<file path="src/rtl/lpce_pkg.sv">
package lpce_pkg;
   localparam int REG_W        = 64;
   localparam int SECTOR_BYTES = 8;
   localparam int SIZE_FLD_W   = 7;

   typedef enum logic [1:0] {
      XF_IDLE = 2'd0,
      XF_REQ  = 2'd1,
      XF_WAIT = 2'd2
   } xfer_state_e;

   typedef struct packed {
      logic                  is_read;
      logic [SIZE_FLD_W-1:0] size;
      logic [31:0]           addr;
   } cmd_fields_t;
endpackage

</file>
<file path="src/rtl/lpce_cmd_decode.sv">
module lpce_cmd_decode
   import lpce_pkg::*;
#(
   parameter int MAX_BYTES = 4
) (
   input  logic [REG_W-1:0] cmd_word,
   output cmd_fields_t      fields,
   output logic             size_ok
);
   logic unused_cmd;

   // MSB-first numbering: bit 0 -> [63], bits 5..11 -> [58:52], bits 32..63 -> [31:0]
   assign fields.is_read = cmd_word[63];
   assign fields.size    = cmd_word[58:52];
   assign fields.addr    = cmd_word[31:0];
   assign unused_cmd     = ^{cmd_word[62:59], cmd_word[51:32]};

   // legal sizes: nonzero power of two no wider than the downstream bus
   assign size_ok = (fields.size != '0)
                 && (fields.size <= SIZE_FLD_W'(MAX_BYTES))
                 && ((fields.size & (fields.size - 7'd1)) == '0);
endmodule

</file>
<file path="src/rtl/lpce_lane_align.sv">
module lpce_lane_align
   import lpce_pkg::*;
#(
   parameter int DS_DATA_W = 32,
   localparam int NB       = DS_DATA_W / 8
) (
   input  logic [DS_DATA_W-1:0]  rd_src,
   input  logic [SIZE_FLD_W-1:0] rd_size,
   input  logic [2:0]            rd_off,
   output logic [REG_W-1:0]      rd_placed,
   input  logic [REG_W-1:0]      wr_src,
   input  logic [SIZE_FLD_W-1:0] wr_size,
   input  logic [2:0]            wr_off,
   output logic [DS_DATA_W-1:0]  wr_bytes,
   output logic [NB-1:0]         wr_be
);
   // read side: one selector per sector lane, lane 0 = most significant byte
   for (genvar j = 0; j < SECTOR_BYTES; j++) begin : g_lane
      logic [7:0] lane_b;
      always_comb begin
         lane_b = 8'h00;
         for (int k = 0; k < NB; k++) begin
            if ((k < int'(rd_size)) && (int'(rd_off) + k == j)) begin
               lane_b = 8'(rd_src >> (8 * (int'(rd_size) - 1 - k)));
            end
         end
      end
      assign rd_placed[REG_W-1-8*j -: 8] = lane_b;
   end

   // write side: byte position p (0 = least significant) carries transfer byte size-1-p
   always_comb begin
      wr_bytes = '0;
      wr_be    = '0;
      for (int p = 0; p < NB; p++) begin
         if (p < int'(wr_size)) begin
            wr_be[p] = 1'b1;
            if (int'(wr_off) + int'(wr_size) - 1 - p < SECTOR_BYTES) begin
               wr_bytes[8*p +: 8] = 8'(wr_src >>
                  (8 * (SECTOR_BYTES - 1 - (int'(wr_off) + int'(wr_size) - 1 - p))));
            end
         end
      end
   end
endmodule

</file>
<file path="src/rtl/lpce_xfer_fsm.sv">
module lpce_xfer_fsm
   import lpce_pkg::*;
#(
   parameter int DS_ADDR_W = 32,
   parameter int DS_DATA_W = 32,
   parameter int SZ_W      = 3,
   localparam int NB       = DS_DATA_W / 8
) (
   input  logic                 clk,
   input  logic                 rst_n,
   input  logic                 launch,
   input  logic                 launch_write,
   input  logic [DS_ADDR_W-1:0] launch_addr,
   input  logic [SZ_W-1:0]      launch_size,
   input  logic [DS_DATA_W-1:0] launch_wdata,
   input  logic [NB-1:0]        launch_be,
   output logic                 req_valid,
   input  logic                 req_ready,
   output logic                 req_write,
   output logic [DS_ADDR_W-1:0] req_addr,
   output logic [SZ_W-1:0]      req_size,
   output logic [DS_DATA_W-1:0] req_wdata,
   output logic [NB-1:0]        req_be,
   input  logic                 rsp_valid,
   output logic                 busy,
   output logic                 rd_done
);
   xfer_state_e state_q;

   always_ff @(posedge clk) begin
      if (!rst_n) begin
         state_q   <= XF_IDLE;
         req_write <= 1'b0;
         req_addr  <= '0;
         req_size  <= '0;
         req_wdata <= '0;
         req_be    <= '0;
      end else begin
         unique case (state_q)
            XF_IDLE: if (launch) begin
               state_q   <= XF_REQ;
               req_write <= launch_write;
               req_addr  <= launch_addr;
               req_size  <= launch_size;
               req_wdata <= launch_write ? launch_wdata : '0;
               req_be    <= launch_be;
            end
            XF_REQ:  if (req_ready) state_q <= XF_WAIT;
            XF_WAIT: if (rsp_valid) state_q <= XF_IDLE;
            default: state_q <= XF_IDLE;
         endcase
      end
   end

   assign req_valid = (state_q == XF_REQ);
   assign busy      = (state_q != XF_IDLE);
   assign rd_done   = (state_q == XF_WAIT) && rsp_valid && !req_write;
endmodule

</file>
<file path="src/rtl/lpc_indirect_eng.sv">
module lpc_indirect_eng
   import lpce_pkg::*;
#(
   parameter int CB_ADDR_W = 16,
   parameter int DS_ADDR_W = 32,
   parameter int DS_DATA_W = 32,
   parameter int OFS_BASE  = 'h40,
   parameter int OFS_CMD   = 'h41,
   parameter int OFS_DATA  = 'h42,
   parameter int OFS_STAT  = 'h43,
   localparam int NB       = DS_DATA_W / 8,
   localparam int SZ_W     = $clog2(NB) + 1,
   localparam int OW       = CB_ADDR_W - 3
) (
   input  logic                 clk,
   input  logic                 rst_n,
   input  logic                 cb_valid,
   input  logic                 cb_we,
   input  logic [CB_ADDR_W-1:0] cb_addr,
   input  logic [REG_W-1:0]     cb_wdata,
   output logic [REG_W-1:0]     cb_rdata,
   output logic                 ds_req_valid,
   input  logic                 ds_req_ready,
   output logic                 ds_req_write,
   output logic [DS_ADDR_W-1:0] ds_req_addr,
   output logic [SZ_W-1:0]      ds_req_size,
   output logic [DS_DATA_W-1:0] ds_req_wdata,
   output logic [NB-1:0]        ds_req_be,
   input  logic                 ds_rsp_valid,
   input  logic [DS_DATA_W-1:0] ds_rsp_rdata
);
   // elaboration-time parameter checks
   if (DS_DATA_W % 8 != 0 || DS_DATA_W < 8 || DS_DATA_W > 64) begin : g_bad_dw
      $error("DS_DATA_W must be a whole number of bytes between 8 and 64");
   end
   if (DS_ADDR_W < 3 || DS_ADDR_W > 32) begin : g_bad_aw
      $error("DS_ADDR_W must lie between 3 and 32");
   end
   if (CB_ADDR_W < 10) begin : g_bad_cw
      $error("CB_ADDR_W too narrow for the register offsets");
   end

   localparam logic [OW-1:0] K_BASE = OFS_BASE[OW-1:0];
   localparam logic [OW-1:0] K_CMD  = OFS_CMD[OW-1:0];
   localparam logic [OW-1:0] K_DATA = OFS_DATA[OW-1:0];
   localparam logic [OW-1:0] K_STAT = OFS_STAT[OW-1:0];

   logic [OW-1:0]        ofs;
   logic                 unused_lo;
   logic                 wr_cmd, wr_dat;
   logic [REG_W-1:0]     cmd_q, data_q, eff_cmd, rd_placed;
   cmd_fields_t          fld;
   logic                 size_ok, busy, rd_done;
   logic                 launch_rd, launch_wr;
   logic [DS_DATA_W-1:0] wr_bytes;
   logic [NB-1:0]        wr_be;

   assign ofs       = cb_addr[CB_ADDR_W-1:3];
   assign unused_lo = ^cb_addr[2:0];
   assign wr_cmd    = cb_valid && cb_we && (ofs == K_CMD);
   assign wr_dat    = cb_valid && cb_we && (ofs == K_DATA);

   // a command write is decoded as it arrives; a data write uses the stored command
   assign eff_cmd = wr_cmd ? cb_wdata : cmd_q;

   lpce_cmd_decode #(.MAX_BYTES(NB)) u_dec (
      .cmd_word (eff_cmd),
      .fields   (fld),
      .size_ok  (size_ok)
   );

   assign launch_rd = wr_cmd &&  fld.is_read && size_ok && !busy;
   assign launch_wr = wr_dat && !fld.is_read && size_ok && !busy;

   lpce_lane_align #(.DS_DATA_W(DS_DATA_W)) u_align (
      .rd_src    (ds_rsp_rdata),
      .rd_size   (SIZE_FLD_W'(ds_req_size)),
      .rd_off    (ds_req_addr[2:0]),
      .rd_placed (rd_placed),
      .wr_src    (cb_wdata),
      .wr_size   (fld.size),
      .wr_off    (fld.addr[2:0]),
      .wr_bytes  (wr_bytes),
      .wr_be     (wr_be)
   );

   lpce_xfer_fsm #(
      .DS_ADDR_W (DS_ADDR_W),
      .DS_DATA_W (DS_DATA_W),
      .SZ_W      (SZ_W)
   ) u_fsm (
      .clk          (clk),
      .rst_n        (rst_n),
      .launch       (launch_rd || launch_wr),
      .launch_write (launch_wr),
      .launch_addr  (fld.addr[DS_ADDR_W-1:0]),
      .launch_size  (SZ_W'(fld.size)),
      .launch_wdata (wr_bytes),
      .launch_be    (wr_be),
      .req_valid    (ds_req_valid),
      .req_ready    (ds_req_ready),
      .req_write    (ds_req_write),
      .req_addr     (ds_req_addr),
      .req_size     (ds_req_size),
      .req_wdata    (ds_req_wdata),
      .req_be       (ds_req_be),
      .rsp_valid    (ds_rsp_valid),
      .busy         (busy),
      .rd_done      (rd_done)
   );

   always_ff @(posedge clk) begin
      if (!rst_n) begin
         cmd_q  <= '0;
         data_q <= '0;
      end else begin
         if (wr_cmd) cmd_q <= cb_wdata;
         if (rd_done)     data_q <= rd_placed;
         else if (wr_dat) data_q <= cb_wdata;
      end
   end

   always_comb begin
      unique case (ofs)
         K_BASE:  cb_rdata = '0;
         K_CMD:   cb_rdata = cmd_q;
         K_DATA:  cb_rdata = data_q;
         K_STAT:  cb_rdata = {~busy, {(REG_W-1){1'b0}}};
         default: cb_rdata = '0;
      endcase
   end
endmodule

</file>
<file path="config.mk">
export PLATFORM = sky130hd
export DESIGN_NAME = lpc_indirect_eng
export DESIGN_NICKNAME = d
export VERILOG_FILES = /design/src/rtl/lpce_pkg.sv /design/src/rtl/lpce_cmd_decode.sv /design/src/rtl/lpce_lane_align.sv /design/src/rtl/lpce_xfer_fsm.sv /design/src/rtl/lpc_indirect_eng.sv
export SDC_FILE = /design/constraint.sdc
export NUM_CORES = 1
export LEC_CHECK = 0
export CORE_MARGIN = 1.5
export CORE_UTILIZATION = 56
export DETAILED_ROUTE_END_ITERATION = 8
export GPL_ROUTABILITY_DRIVEN = 1
export PLACE_DENSITY = 0.82
export SLEW_MARGIN = 20
export SYNTH_ARGS = -nofsm -noshare
export SYNTH_HDL_FRONTEND = slang
export SYNTH_SLANG_ARGS = --single-unit
</file>
<file path="constraint.sdc">
create_clock -name clk -period 10.13 [get_ports clk]
set_clock_uncertainty 0.2 [all_clocks]
set_input_delay 1.5195 -clock clk [delete_from_list [all_inputs] [get_ports clk]]
set_output_delay 1.5195 -clock clk [all_outputs]
set_load 0.01 [all_outputs]
</file>
==> qor.csv <==
metric,value,unit
rsz0062_at_grt,false,
ys.flop_type,dfxtp_1,
cp_num_buf_inv,4,
min_period,9130,ps
cpMaxStageDelayCell,or4b_4,
worst_slew_pin_slew,1240,ps
drt_wl_total,70.9,mm
yosysTopAreaCell,dfxtp_1,
clk_path_buf_depth,3,
whs_path_depth,2,
drtIter0Drc,2407,
crit_required,10390,ps
fin_tns_setup,0,ps
wl_per_cell,25.9,um
fmax,110,MHz
fillCellCount,2436,
ctsResizeCount,0,
r2r_cells,23,
cts-root-buf,clkbuf_16,
drv_slew,0,
synth_edf_count,0,
clkTransAtPathRegs,60,ps
nNetsFinal,2516,
p_leak,7.98,nW
portBuffers,251,
critical_path_class,primary input to flip-flop,
yosysWarnings,0,
cpMostUsedCell,ha_1,
synth.distinct_cells,87,
holdCritStartpoint,u_fsm.req_wdata[17]$_SDFFE_PN0P_,
hold_path_end,u_fsm.req_wdata[17]$_SDFFE_PN0P_,
hpwl,51.8,mm
synth.top_cell.area_share,0.235,
dieHeight,178,um
firstDrtPassIters,6,
power.internal,1.37,mW
status,completed,
hold_violations,0,
overflow,0,
core_area,30400,sq um
reg2reg_slack,3210,ps
combPwrFrac,0.088,
p_sw_frac,0.243,
drc,0,
synth_seq_cells,202,
numCtsBuffers,23,
dr_total_vias,19200,
grt_usage,0.436,
r2r_end,u_fsm.req_wdata[10]$_SDFFE_PN0P_,
holdCritPathClass,flip-flop to flip-flop,
htreeDepth,1,
grt_pass1_vias,17900,
worstReg2RegStart,cmd_q[53]$_SDFF_PN0_,
netlist_area,17200,sq um
cts_tree,yes,
clkSinkCount,202,
powerDensity,86.1,nW/um^2
area_growth,22.2,%
crit_path_max_incr_delay,560,ps
crit_path_end_kind,flip-flop,
synth_area_leaders,"dfxtp_1, mux4_2, nand2_1, ha_1, mux2i_1",
placementRows,64,
relSlewSlack,0.149,
via_per_inst,7.01,
clkPwrFrac,0.474,
grt_pass1_wl,105,mm
syn_nets,2314,
dieArea,31800,sq um
die_x,178,um
crit_family,simple AND/OR/NAND/NOR gates,
cp.arrival,9380,ps
async_reset_ff_frac,0,
maxCapViolCount,0,
power,1.81,mW
syn_inst,2119,
post_cts_buffers,0,
antenna_found_initial,2,
ys_seq_area_frac,0.235,
initial_core_util,0.566,
place_congestion,1.05,
power.net_switching,0.441,mW
postCtsHoldBufs,0,
final-setup-viol-count,0,
ant_nets,0,
crit_fanout,34,
startpoint_type,primary input,
pwr-share-seq,0.438,
io_pins,255,
clock_latency,530,ps
period_share,0.901,
grt_max_degree,105,
syn_area_per_cell,8.13,sq um
irDropWorstVdd,0.000131,V
drive_above_1_share,0.0997,
-- through the flow --
stage | utilization | hold slack (ps) | worst slack [ps] | cell area [sq um] | cells
after floorplan | - | 241 | 955 | 17200 | 2119
after global placement | 0.666 | 238 | 740 | 20300 | 2691
after detailed placement | 0.666 | 244 | 599 | 20300 | 2691
after CTS | 0.691 | 252 | 1110 | 21000 | 2732
after global routing | 0.692 | 263 | 534 | 21100 | 2733
final | 0.692 | 248 | 1000 | 21100 | 2734
-- per-layer routing --
metal / global-route usage / part of all wire
met1: 0.545 / 0.37
met2: 0.672 / 0.44
met3: 0.118 / 0.12
met4: 0.261 / 0.069
met5: 0 / 0.00034
-- layout by cell type (no fill, tap or decap), types with 16 or more instances in the layout --
cell,n
nand2_1,446
clkdlybuf4s50_1,250
dfxtp_1,201
nor2_1,140
nand3_1,105
mux4_2,88
mux2i_1,80
ha_1,75
buf_4,67
a22o_1,63
nor2b_1,58
o211a_1,55
a2111oi_0,53
o22ai_1,51
a21oi_1,46
o21ai_0,42
nor3_1,39
inv_1,34
a21boi_0,28
nand4_1,26
o21ai_1,25
clkbuf_16,23
nor4_1,20
or4_1,17
a221oi_1,17
a32oi_1,17
a31oi_1,16
xnor2_1,16
-- how the worst max path moves through the flow --
stage | from | endpoint | slack, ps | depth (start not counted)
4_1_cts | cb_addr[7] | u_fsm.req_wdata[10]$_SDFFE_PN0P_ | 1110 | 26
3_3_place_gp | cb_addr[7] | u_fsm.req_wdata[14]$_SDFFE_PN0P_ | 740 | 27
2_1_floorplan | cb_addr[7] | u_fsm.req_wdata[10]$_SDFFE_PN0P_ | 950 | 25
3_5_place_dp | cb_addr[7] | u_fsm.req_wdata[13]$_SDFFE_PN0P_ | 600 | 26
6_report | cb_addr[7] | u_fsm.req_wdata[10]$_SDFFE_PN0P_ | 1000 | 27
5_1_grt | cb_addr[7] | u_fsm.req_wdata[13]$_SDFFE_PN0P_ | 530 | 26
-- synth_stat cells, types with 8 or more instances --
cell,count
nand2_1,446
dfxtp_1,202
nor2_1,142
clkbuf_1,112
nand3_1,105
mux4_2,88
mux2i_1,80
ha_1,76
a22o_1,63
a2111oi_0,58
nor2b_1,58
o211a_1,55
o22ai_1,51
a21oi_1,47
o21ai_0,42
nor3_1,40
inv_1,34
a21boi_0,28
nand4_1,26
o21ai_1,25
nor4_1,23
buf_1,22
a221oi_1,17
a32oi_1,17
or4_1,17
a31oi_1,16
or3_1,16
xnor2_1,16
o211ai_1,11
o31ai_1,11
nand2b_1,10
xor2_1,10
a211oi_1,9
a21boi_1,8
-- registers in the layout, summed over array words and instances (netlist names) --
name and cells:
cmd_q 64, u_fsm.req_addr 32, u_fsm.state_q 2, u_fsm.req_wdata 32
data_q 64, u_fsm.req_write 1, u_fsm.req_size 3, u_fsm.req_be 4
-- worst register-to-register path, delay by kind of cell (launching register included) --
kind            cells  cell delay (ps)
simple gates       11             3140
fa+ha+maj           4             1390
compound gates      4              820
flops               1              550
mux                 2              510
buf+inv             2              230
-- cell families after synthesis --
group	synth area share
adders and majority gates	0.0564
xor gates and xnor gates	0.0200
AOI/OAI and AO/OA	0.230
and+or+nand+nor	0.254
muxes	0.163
buffers and inverters	0.0413
DFF	0.235
-- power groups by stage --
stage | Sequential, mW | Clock (mW) | Combinational (mW)
final | 0.794 | 0.859 | 0.159
after global routing | 0.794 | 0.893 | 0.162
after CTS | 0.794 | 0.858 | 0.153
after detailed placement | 0.812 | 0 | 0.152
after global placement | 0.812 | 0 | 0.149
after floorplan | 0.812 | 0 | 0.0563
-- final cells by class --
type / count / area, sq um / share of cell area
clock inverters: 9 / 105 / 0.00499
clock buffers: 32 / 679 / 0.0323
repair buffers: 319 / 3030 / 0.144
well taps: 396 / 495 / 0.0235
inverters: 40 / 150 / 0.00713
multi-input cells: 1735 / 12500 / 0.596
diodes: 1 / 2.50 / 0.000119
flip-flops and latches: 202 / 4050 / 0.192
Power figures use the tool's default switching activity.
